<file path="config.mk">
export PLATFORM = sky130hd
export DESIGN_NAME = fault_hiccup_ctrl
export DESIGN_NICKNAME = d
export VERILOG_FILES = /design/src/rtl/fhc_pkg.sv /design/src/rtl/fhc_hyst_cmp.sv /design/src/rtl/fhc_hiccup_timer.sv /design/src/rtl/fhc_fsm.sv /design/src/rtl/fault_hiccup_ctrl.sv
export SDC_FILE = /design/constraint.sdc
export NUM_CORES = 1
export LEC_CHECK = 0
export CORE_MARGIN = 5
export CORE_UTILIZATION = 54
export CTS_BUF_LIST = sky130_fd_sc_hd__clkbuf_4 sky130_fd_sc_hd__clkbuf_8
export CTS_CLUSTER_DIAMETER = 30
export DETAILED_ROUTE_END_ITERATION = 8
export GPL_TIMING_DRIVEN = 0
export PLACE_DENSITY = 0.87
export REMOVE_ABC_BUFFERS = 1
export SLEW_MARGIN = 40
export SYNTH_ARGS = -nofsm -noshare
export SYNTH_HDL_FRONTEND = slang
export SYNTH_HIERARCHICAL = 1
export SYNTH_SLANG_ARGS = --single-unit
</file>
<file path="constraint.sdc">
create_clock -name clk_i -period 7.9 [get_ports clk_i]
set_clock_uncertainty 0.15 [all_clocks]
set_input_delay 1.58 -clock clk_i [delete_from_list [all_inputs] [get_ports clk_i]]
set_output_delay 1.58 -clock clk_i [all_outputs]
set_load 0.005 [all_outputs]
</file>
<file path="src/rtl/fhc_pkg.sv">
package fhc_pkg;
  typedef enum logic [1:0] {
    CLS_NONE  = 2'd0,
    CLS_UV    = 2'd1,
    CLS_THERM = 2'd2,
    CLS_SHORT = 2'd3
  } fault_cls_e;

  typedef enum logic [1:0] {
    ST_RUN    = 2'd0,
    ST_UVWAIT = 2'd1,
    ST_HICCUP = 2'd2
  } sup_state_e;
endpackage

</file>
<file path="src/rtl/fhc_hyst_cmp.sv">
module fhc_hyst_cmp #(
  parameter int unsigned W      = 13,
  parameter int unsigned SET_TH = 100,
  parameter int unsigned CLR_TH = 90,
  parameter bit          RST_V  = 1'b0
) (
  input  logic         clk_i,
  input  logic         rst_ni,
  input  logic [W-1:0] x_i,
  output logic         flag_o
);
  localparam logic [W-1:0] SET_C = W'(SET_TH);
  localparam logic [W-1:0] CLR_C = W'(CLR_TH);

  always_ff @(posedge clk_i or negedge rst_ni) begin
    if (!rst_ni)            flag_o <= RST_V;
    else if (x_i >= SET_C)  flag_o <= 1'b1;
    else if (x_i <  CLR_C)  flag_o <= 1'b0;
  end
endmodule

</file>
<file path="src/rtl/fhc_hiccup_timer.sv">
module fhc_hiccup_timer #(
  parameter int unsigned TICKS = 200000
) (
  input  logic clk_i,
  input  logic rst_ni,
  input  logic clr_i,
  input  logic run_i,
  input  logic tick_i,
  output logic expire_o
);
  localparam int unsigned   CW   = $clog2(TICKS + 1);
  localparam logic [CW-1:0] LAST = CW'(TICKS - 1);

  logic [CW-1:0] cnt_q;

  assign expire_o = run_i && tick_i && (cnt_q == LAST);

  always_ff @(posedge clk_i or negedge rst_ni) begin
    if (!rst_ni)               cnt_q <= '0;
    else if (clr_i)            cnt_q <= '0;
    else if (run_i && tick_i)  cnt_q <= (cnt_q == LAST) ? '0 : cnt_q + 1'b1;
  end
endmodule

</file>
<file path="src/rtl/fhc_fsm.sv">
module fhc_fsm
  import fhc_pkg::*;
(
  input  logic       clk_i,
  input  logic       rst_ni,
  input  logic       uv_i,
  input  logic       hot_i,
  input  logic       sc_i,
  input  logic       expire_i,
  output logic       idle_o,
  output logic       tmr_clr_o,
  output logic       tmr_run_o,
  output logic       restart_o,
  output logic [1:0] status_o
);
  sup_state_e state_q, state_d;
  fault_cls_e cls_q, cls_d;
  logic       rs_q, rs_d;

  always_comb begin
    state_d   = state_q;
    cls_d     = cls_q;
    tmr_clr_o = 1'b0;
    rs_d      = 1'b0;
    unique case (state_q)
      ST_RUN: begin
        if (uv_i) begin
          state_d = ST_UVWAIT; cls_d = CLS_UV;
        end else if (hot_i) begin
          state_d = ST_HICCUP; cls_d = CLS_THERM; tmr_clr_o = 1'b1;
        end else if (sc_i) begin
          state_d = ST_HICCUP; cls_d = CLS_SHORT; tmr_clr_o = 1'b1;
        end
      end
      ST_UVWAIT: begin
        if (!uv_i) begin
          if (hot_i) begin
            state_d = ST_HICCUP; cls_d = CLS_THERM; tmr_clr_o = 1'b1;
          end else if (sc_i) begin
            state_d = ST_HICCUP; cls_d = CLS_SHORT; tmr_clr_o = 1'b1;
          end else begin
            state_d = ST_RUN; rs_d = 1'b1;
          end
        end
      end
      ST_HICCUP: begin
        if (uv_i) begin
          state_d = ST_UVWAIT; cls_d = CLS_UV;
        end else if (expire_i) begin
          if (hot_i || sc_i) tmr_clr_o = 1'b1;  // re-arm
          else begin
            state_d = ST_RUN; rs_d = 1'b1;
          end
        end
      end
      default: state_d = ST_UVWAIT;
    endcase
  end

  always_ff @(posedge clk_i or negedge rst_ni) begin
    if (!rst_ni) begin
      state_q <= ST_UVWAIT;
      cls_q   <= CLS_UV;
      rs_q    <= 1'b0;
    end else begin
      state_q <= state_d;
      cls_q   <= cls_d;
      rs_q    <= rs_d;
    end
  end

  assign idle_o    = (state_q != ST_RUN);
  assign tmr_run_o = (state_q == ST_HICCUP);
  assign restart_o = rs_q;
  assign status_o  = cls_q;
endmodule

</file>
<file path="src/rtl/fault_hiccup_ctrl.sv">
module fault_hiccup_ctrl #(
  parameter int unsigned VW           = 13,
  parameter int unsigned TW           = 8,
  parameter int unsigned VB_ON        = 4250,
  parameter int unsigned VB_HYS       = 200,
  parameter int unsigned VI_ON        = 2500,
  parameter int unsigned VI_HYS       = 300,
  parameter int unsigned T_TRIP       = 145,
  parameter int unsigned T_HYS        = 10,
  parameter int unsigned HICCUP_TICKS = 200000
) (
  input  logic          clk_i,
  input  logic          rst_ni,
  input  logic          tick_i,
  input  logic [VW-1:0] vbias_i,
  input  logic [VW-1:0] vin_uv_i,
  input  logic [TW-1:0] temp_i,
  input  logic          short_i,
  output logic          drv_off_o,
  output logic          ss_clamp_o,
  output logic          comp_clamp_o,
  output logic          restart_o,
  output logic [1:0]    status_o
);
  localparam int unsigned VB_CLR = VB_ON - VB_HYS;
  localparam int unsigned VI_SET = VI_ON + 1;      // strictly above
  localparam int unsigned VI_CLR = VI_ON - VI_HYS;
  localparam int unsigned T_CLR  = T_TRIP - T_HYS + 1; // clear at <= trip-hys

  logic vb_ok, vi_ok, hot, sc_q, expire, idle, tmr_clr, tmr_run;

  fhc_hyst_cmp #(.W(VW), .SET_TH(VB_ON), .CLR_TH(VB_CLR), .RST_V(1'b0)) u_vb (
    .clk_i(clk_i), .rst_ni(rst_ni), .x_i(vbias_i), .flag_o(vb_ok));

  fhc_hyst_cmp #(.W(VW), .SET_TH(VI_SET), .CLR_TH(VI_CLR), .RST_V(1'b0)) u_vi (
    .clk_i(clk_i), .rst_ni(rst_ni), .x_i(vin_uv_i), .flag_o(vi_ok));

  fhc_hyst_cmp #(.W(TW), .SET_TH(T_TRIP), .CLR_TH(T_CLR), .RST_V(1'b0)) u_tmp (
    .clk_i(clk_i), .rst_ni(rst_ni), .x_i(temp_i), .flag_o(hot));

  always_ff @(posedge clk_i or negedge rst_ni) begin
    if (!rst_ni) sc_q <= 1'b0;
    else         sc_q <= short_i;
  end

  fhc_hiccup_timer #(.TICKS(HICCUP_TICKS)) u_tmr (
    .clk_i(clk_i), .rst_ni(rst_ni), .clr_i(tmr_clr), .run_i(tmr_run),
    .tick_i(tick_i), .expire_o(expire));

  fhc_fsm u_fsm (
    .clk_i(clk_i), .rst_ni(rst_ni), .uv_i(!vb_ok || !vi_ok), .hot_i(hot),
    .sc_i(sc_q), .expire_i(expire), .idle_o(idle), .tmr_clr_o(tmr_clr),
    .tmr_run_o(tmr_run), .restart_o(restart_o), .status_o(status_o));

  assign drv_off_o    = idle;
  assign ss_clamp_o   = idle;
  assign comp_clamp_o = idle;
endmodule

</file>
==> summary.txt, run 1 <==
Floorplanning
  • Die width: 66.0 um
  • Num rows: 20
  • Initial Utilization: 55.8%
  • Die Y: 66.0 um
  • Core Region: 3030 um^2
  • Io pins: 44
  • DIE AREA: 4350 um^2

Power and ir drop
  • Total power: 0.408 mW
  • Leak: 0.849 nW
  • PwrDens: 190 nW/um^2
  • VDD IR-drop max: 0.0754 mV

Place
  • Final GP Congestion: 0.831
  • # port buffers: 42
  • Dpl hpwl: 2850 um
  • Pre-CTS setup slack: 3.73 ns

Route
  • Vias: 1535
  • Vias per cell: 5.69
  • DRT iter0 DRCs: 108
  • Post-Route WL: 3670 um
  • Drt pass-1 iters: 4
  • Wirelength per Cell: 13.6 um
  • Antenna Violating Nets Remaining: 0
  • Post-route DRC violation count: 0

Global route
  • Gr ovfl total: 0
  • Vias in the first global route: 1530
  • Largest net degree at the start of global routing: 28
  • Initial antenna violation count: 0
  • Tot GR Track Use: 18.5%
  • First-pass GRT wire length: 6470 um

Logic synthesis
  • Async S/R FF share, synth: 100%
  • Synth Register Bits: 27
  • Seq/Total Area, Yosys: 40.1%
  • Mapped Area: 1690 um^2
  • Post-synth EDFFs: 0
  • Primary FF master, synth: dfrtp_1
  • YS warnings: 6
  • Mapped Avg Cell Area: 9.04 um^2
  • Syn Inst Count: 187
  • Count of cell types in the netlist: 54

Cells and area
  • Reg area: 678 um^2
  • Leading cell type in the layout, fill and taps excluded: clkdlybuf4s50_1
  • P&R area growth vs syn: 27.5%
  • Ant. Diodes: 0
  • Nets: 271
  • Final-layout fill cell count: 239
  • Most frequent cells in the layout: 41 x clkdlybuf4s50_1, 25 x dfrtp_1, 25 x nor2_1, 17 x nand2_1, 10 x a21oi_1
  • Multi-input gate area in the final layout: 960 um^2
  • Layout cell share with drive strength beyond 1: 7.96%

STA
  • Final setup viols: 0
  • RSZ-0062 raised after global routing: no
  • Setup tns final: 0 ns
  • Slew margin rel.: 50.7%
  • Fin crit period: 3.82 ns
  • Slew Limit Fails: 0
  • Final worst slack: 4.08 ns
  • Final Hold Viols: 0
  • Fmax: 262 MHz
  • Final Cycle Share: 48.4%
  • Worst-Margin Slew: 0.733 ns

Outcome
  • Status: completed

Clock tree
  • CTS root buf: clkbuf_4
  • Clock buffer depth: 2
  • CTS H-tree depth: 1
  • CTS Hold Bufs: 0
  • Clock sink total: 27
  • CTS tree: built
  • Inserted Clock Buffers: 3
  • Post-CTS Setup Inserts: 0
  • Post-cts repair resize count: 0
  • Clock latency on the worst-skew pair: 0.32 ns
  • CTS clock-pin slew for the worst setup and hold paths: 0.14 ns

Critical path
  • Crit-path most repeated cell: a21oi_1
  • Worst EP required: 8.01 ns
  • Max FO, Critical Path: 12
  • Startpoint type of the worst setup path: input pin
  • CP max-delay cell: or4_1
  • Crit end category: register
  • Kind of critical path: in2reg
  • CP Cell Sequence: clkdlybuf4s50_1 -> nand2_1 -> nor2_1 -> a21oi_1 -> a21oi_1 -> a21oi_2 -> or2_1 -> or4_1 -> a21oi_1
  • CP arrival: 3.93 ns
  • Largest stage delay, worst path: 0.52 ns

Worst hold path
  • Worst Hold Class: reg2reg

Run
  • Max cap viols: 0
[final timing paths]
path | from | to | slack [ns] | cells after the start
setup / recovery | tick_i | u_tmr/cnt_q[9] | 4.08 | 9
hold / removal | u_fsm/status_o[0] | u_fsm/status_o[0] | 0.36 | 2
setup reg to reg | u_tmr/cnt_q[0] | u_tmr/cnt_q[9] | 4.80 | 11
hold reg to reg | u_fsm/status_o[0] | u_fsm/status_o[0] | 0.36 | 2
max in group asynchronous | rst_ni | u_tmr/cnt_q[11] | 6.13 | 1
min in group asynchronous | rst_ni | u_tmr/cnt_q[0] | 1.08 | 1
[state kept, by name (all words and copies together), names as in the netlist]
register / flops
sc_q: 1
u_fsm/restart_o: 1
u_fsm/state_q: 2
u_fsm/status_o: 2
u_tmp/flag_o: 1
u_tmr/cnt_q: 18
u_vb/flag_o: 1
u_vi/flag_o: 1
[cell type report]
cell class,instances,share of cell area (%)
Multi-Input combinational cell,148,44.5
Sequential cell,27,31.5
Timing Repair Buffer,42,19.3
Tap cell,44,2.56
Clock buffer,3,1.05
Inverter,5,0.871
Clock inverter,1,0.232
[worst max-delay path, delay by kind of cell]
kind / cells / cell delay, ns
buffers and inverters: 1 / 0.49
and+or+nand+nor: 4 / 1.11
AOI/OAI and AO/OA: 4 / 0.74
[synth_stat cells (3+ instances only)]
| library cell | number | area [um^2] |
|---|---|---|
| xnor2_1 | 6 | 52.6 |
| nor2_1 | 25 | 93.8 |
| a21oi_1 | 11 | 55.1 |
| nor3_1 | 5 | 25.0 |
| xor2_1 | 5 | 43.8 |
| nand4_1 | 8 | 50.1 |
| nand2b_1 | 3 | 18.8 |
| dfrtp_1 | 25 | 626 |
| or4_1 | 3 | 22.5 |
| nand2_1 | 17 | 63.8 |
| nor4_1 | 6 | 37.5 |
| nand3_1 | 7 | 35.0 |
| inv_1 | 5 | 18.8 |
| buf_4 | 3 | 22.5 |
| o211ai_1 | 3 | 22.5 |
| o21ai_0 | 6 | 30.0 |
| ha_1 | 6 | 75.1 |
[layer usage]
metal  part of all wire, %  GRT usage [%]
met1                    45           24.8
met4                   1.1           4.06
met3                   6.2           2.38
met2                    47           31.7
met5                     0              0
[through the flow]
stage | std cells | area, um^2 | hold WS, ns | utilization [%]
after floorplan | 180 | 1650 | 0.331 | -
after global placement | 266 | 2120 | 0.337 | 70.2
after detailed placement | 266 | 2120 | 0.348 | 70.0
after CTS | 270 | 2150 | 0.367 | 70.9
after global routing | 270 | 2150 | 0.381 | 71.2
final | 270 | 2150 | 0.362 | 71.2
[logic make-up after synthesis]
group	count (synthesis)	synth area share, %
xor gates and xnor gates	11	5.70
DFF	27	40.1
and+or+nand+nor	92	29.5
muxes	2	1.26
adders and majority gates	6	4.44
buffers and inverters	12	3.55
AOI/OAI and AO/OA	37	15.4
[report_power, final]
group          total, mW  switching [mW]  leakage [nW]  internal (mW)
clock network     0.0587          0.0397        0.0177         0.0190
logic              0.171          0.0839         0.476         0.0871
registers          0.179          0.0186         0.355          0.160
total              0.408           0.142         0.849          0.266
(Power assumes the default switching activity.)
==> inputs of run 2 (changes only) <==
--- a/config.mk
+++ b/config.mk
@@ -6,12 +6,12 @@
 export NUM_CORES = 1
 export LEC_CHECK = 0
 export CORE_MARGIN = 5
-export CORE_UTILIZATION = 54
+export CORE_UTILIZATION = 45
 export CTS_BUF_LIST = sky130_fd_sc_hd__clkbuf_4 sky130_fd_sc_hd__clkbuf_8
 export CTS_CLUSTER_DIAMETER = 30
 export DETAILED_ROUTE_END_ITERATION = 8
 export GPL_TIMING_DRIVEN = 0
-export PLACE_DENSITY = 0.87
+export PLACE_DENSITY = 0.78
 export REMOVE_ABC_BUFFERS = 1
 export SLEW_MARGIN = 40
 export SYNTH_ARGS = -nofsm -noshare
==> constraint.sdc (replaced) <==
create_clock -name clk_i -period 3.18 [get_ports clk_i]
set_clock_uncertainty 0.15 [all_clocks]
set_input_delay 0.636 -clock clk_i [delete_from_list [all_inputs] [get_ports clk_i]]
set_output_delay 0.636 -clock clk_i [all_outputs]
set_load 0.005 [all_outputs]
==> run 2 against run 1 <==
Sequential power is 150% higher. Via count is 2.4% lower. Die area is 17% higher.
==> summary.txt, run 2 (synthesized netlist as in run 1, its figures left out) <==
Cells and area
  • P&R area growth vs syn: 29.2%
  • Final std cells w/o fill: 274 (+1.5%)
  • Final instance area: 2180 um^2 (+1.4%)
  • Most frequent cells in the layout: 41 x clkdlybuf4s50_1, 25 x dfrtp_1, 24 x nor2_1, 17 x nand2_1, 9 x a21oi_1
  • Largest register by flop count: u_tmr/cnt_q
  • Fin util: 59.7% (-11 points)
  • Layout cell share with drive strength beyond 1: 8.85% (+0.88 points)
  • Nets: 271 (unchanged)
  • Leading cell type in the layout, fill and taps excluded: clkdlybuf4s50_1
  • Ant. Diodes: 0 (unchanged)
  • Largest register FFs: 18 (unchanged)

Power and ir drop
  • Total power: 1.07 mW (+160%)
  • Leak: 0.856 nW (+0.89%)
  • PwrDens: 488 nW/um^2 (+160%)
  • VDD IR-drop max: 0.356 mV (+370%)

STA
  • Worst-Margin Slew: 0.691 ns (-0.0414 ns)
  • Slew Limit Fails: 0 (unchanged)
  • Fmax: 342 MHz
  • Final Hold Viols: 0 (unchanged)
  • Slew margin rel.: 53.5% (+2.8 points)
  • Final Cycle Share: 92.1%
  • Final setup viols: 0 (unchanged)
  • Fin crit period: 2.93 ns
  • Final worst slack: 0.252 ns (-3.83 ns)

Critical path
  • Startpoint type of the worst setup path: register
  • Kind of critical path: reg2reg
  • Worst setup path start: u_tmr/cnt_q[0]
  • Worst Reg-to-Reg Cells: 11 (unchanged)
  • CP arrival: 2.97 ns (-0.96 ns)
  • Crit end category: register
  • RR Startpoint: u_tmr/cnt_q[0]
  • Reg-to-Reg End: u_tmr/cnt_q[9]
  • Internal reg-to-reg setup slack: 0.25 ns (-4.55 ns)
  • Max FO, Critical Path: 12 (unchanged)
  • Worst EP required: 3.23 ns (-4.78 ns)

Global route
  • Routing usage on met2: 25.8% (-5.8 points)
  • GR Util met1: 19.5% (-5.3 points)
  • Gr busiest metal: met2
  • Vias in the first global route: 1429 (-6.6%)
  • Largest net degree at the start of global routing: 28 (unchanged)
  • Initial antenna violation count: 0 (unchanged)
  • Tot GR Track Use: 14.8% (-3.7 points)
  • Met3 Usage GRT: 1.82% (-0.56 points)
  • First-pass GRT wire length: 6290 um (-2.7%)
  • Gr ovfl total: 0 (unchanged)

Clock tree
  • Clock latency on the worst-skew pair: 0.26 ns (-0.06 ns)
  • CTS H-tree depth: 1 (unchanged)
  • Clock sink total: 27 (unchanged)
  • Post-CTS Setup Inserts: 0 (unchanged)
  • CTS clock-pin slew for the worst setup and hold paths: 0.09 ns (-0.05 ns)
  • CTS root buf: clkbuf_8
  • Clock buffer depth: 2 (unchanged)
  • Inserted Clock Buffers: 3 (unchanged)
  • CTS tree: built

Route
  • Vias per cell: 5.47 (-3.8%)
  • Vias: 1498 (-2.4%)
  • Post-Route WL: 3590 um (-2.2%)
  • Post-route DRC violation count: 0 (unchanged)
  • Drt pass-1 iters: 4 (unchanged)
  • Antenna Violating Nets Remaining: 0 (unchanged)
  • Wirelength per Cell: 13.1 um (-3.6%)
  • DRT iter0 DRCs: 66 (-39%)

Place
  • # port buffers: 42 (unchanged)
  • Placed inst area: 2130 um^2 (+0.41%)
  • Dpl hpwl: 2790 um (-2.0%)
  • Pre-CTS setup slack: -0.0775 ns (-3.80 ns)
  • Placed Cells: 270 (+1.5%)
  • Final GP Congestion: 0.829 (-0.14%)

Worst hold path
  • Worst Hold Class: in2async

Floorplanning
  • Num rows: 22 (+10%)
  • Core Region: 3660 um^2 (+21%)
  • Io pins: 44 (unchanged)
  • Initial Utilization: 46.2% (-9.7 points)
  • DIE AREA: 5080 um^2 (+17%)
  • Die Y: 71.3 um (+8.1%)
  • Die width: 71.3 um (+8.1%)

Run
  • Max cap viols: 0 (unchanged)

Outcome
  • Status: completed
-- run 2: repair_timing --
action                                  CTS  global route
hold endpoints to repair                  0             0
endpoints found under the setup margin    0             5
resized for setup                         0             2
hold buffers                              0             0
-- run 2: layer usage --
metal | routed length [um] | share of wire, % | up-vias
met3 | 127 | 3.5 | 2
met4 | 31 | 0.86 | 0
met1 | 1730 | 48 | 696
li1 | - | - | 767
met5 | 0 | 0 | -
met2 | 1700 | 47 | 33
-- run 2: critical path, cell delays in order, from the launching register on --
cell,delay (ns)
dfrtp_1,0.41
ha_1,0.19
nand3_1,0.13
nor2_2,0.24
nand3_1,0.12
nor2_1,0.14
a21oi_1,0.12
a21oi_2,0.23
a21oi_2,0.14
or2_1,0.33
or4_1,0.51
a21oi_1,0.14
-- run 2: cell type report --
| cell class | instances | area, um^2 |
|---|---|---|
| fillers | 338 | 1480 |
| multi-input cells | 148 | 966 |
| flip-flops and latches | 27 | 678 |
| repair buffers | 42 | 415 |
| well taps | 48 | 60.1 |
| clock buffers | 3 | 41.3 |
| inverters | 5 | 18.8 |
| clock inverters | 1 | 5.00 |
-- run 2: how the worst max path moves through the flow --
stage,end,slack [ns],cells after the start
6_report,u_tmr/cnt_q[9],0.25,11
3_5_place_dp,u_tmr/cnt_q[9],-0.08,9
3_3_place_gp,u_tmr/cnt_q[9],-0.06,9
4_1_cts,u_tmr/cnt_q[9],0.03,11
5_1_grt,u_tmr/cnt_q[9],-0.02,11
2_1_floorplan,u_tmr/cnt_q[9],0.44,11
-- run 2: power by group --
part | internal [mW] | leakage [nW] | switching (mW)
clock network | 0.0875 | 0.0255 | 0.100
registers | 0.398 | 0.355 | 0.0460
logic | 0.218 | 0.476 | 0.215
total | 0.704 | 0.856 | 0.362
-- run 2: stage by stage --
step | setup TNS, ns | hold WS (ns)
after CTS | 0 | 0.224
after floorplan | 0 | 0.190
after detailed placement | -0.125 | 0.349
after global placement | -0.0856 | 0.344
after global routing | -0.0207 | 0.259
final | 0 | 0.213
==> inputs of run 3 (changes only) <==
--- a/config.mk
+++ b/config.mk
@@ -5,6 +5,7 @@
 export SDC_FILE = /design/constraint.sdc
 export NUM_CORES = 1
 export LEC_CHECK = 0
+export ABC_CLOCK_PERIOD_IN_PS = 3180
 export CORE_MARGIN = 5
 export CORE_UTILIZATION = 45
 export CTS_BUF_LIST = sky130_fd_sc_hd__clkbuf_4 sky130_fd_sc_hd__clkbuf_8
==> results of run 3 <==
Final layout, timing and power as in run 2 (identical DEF).
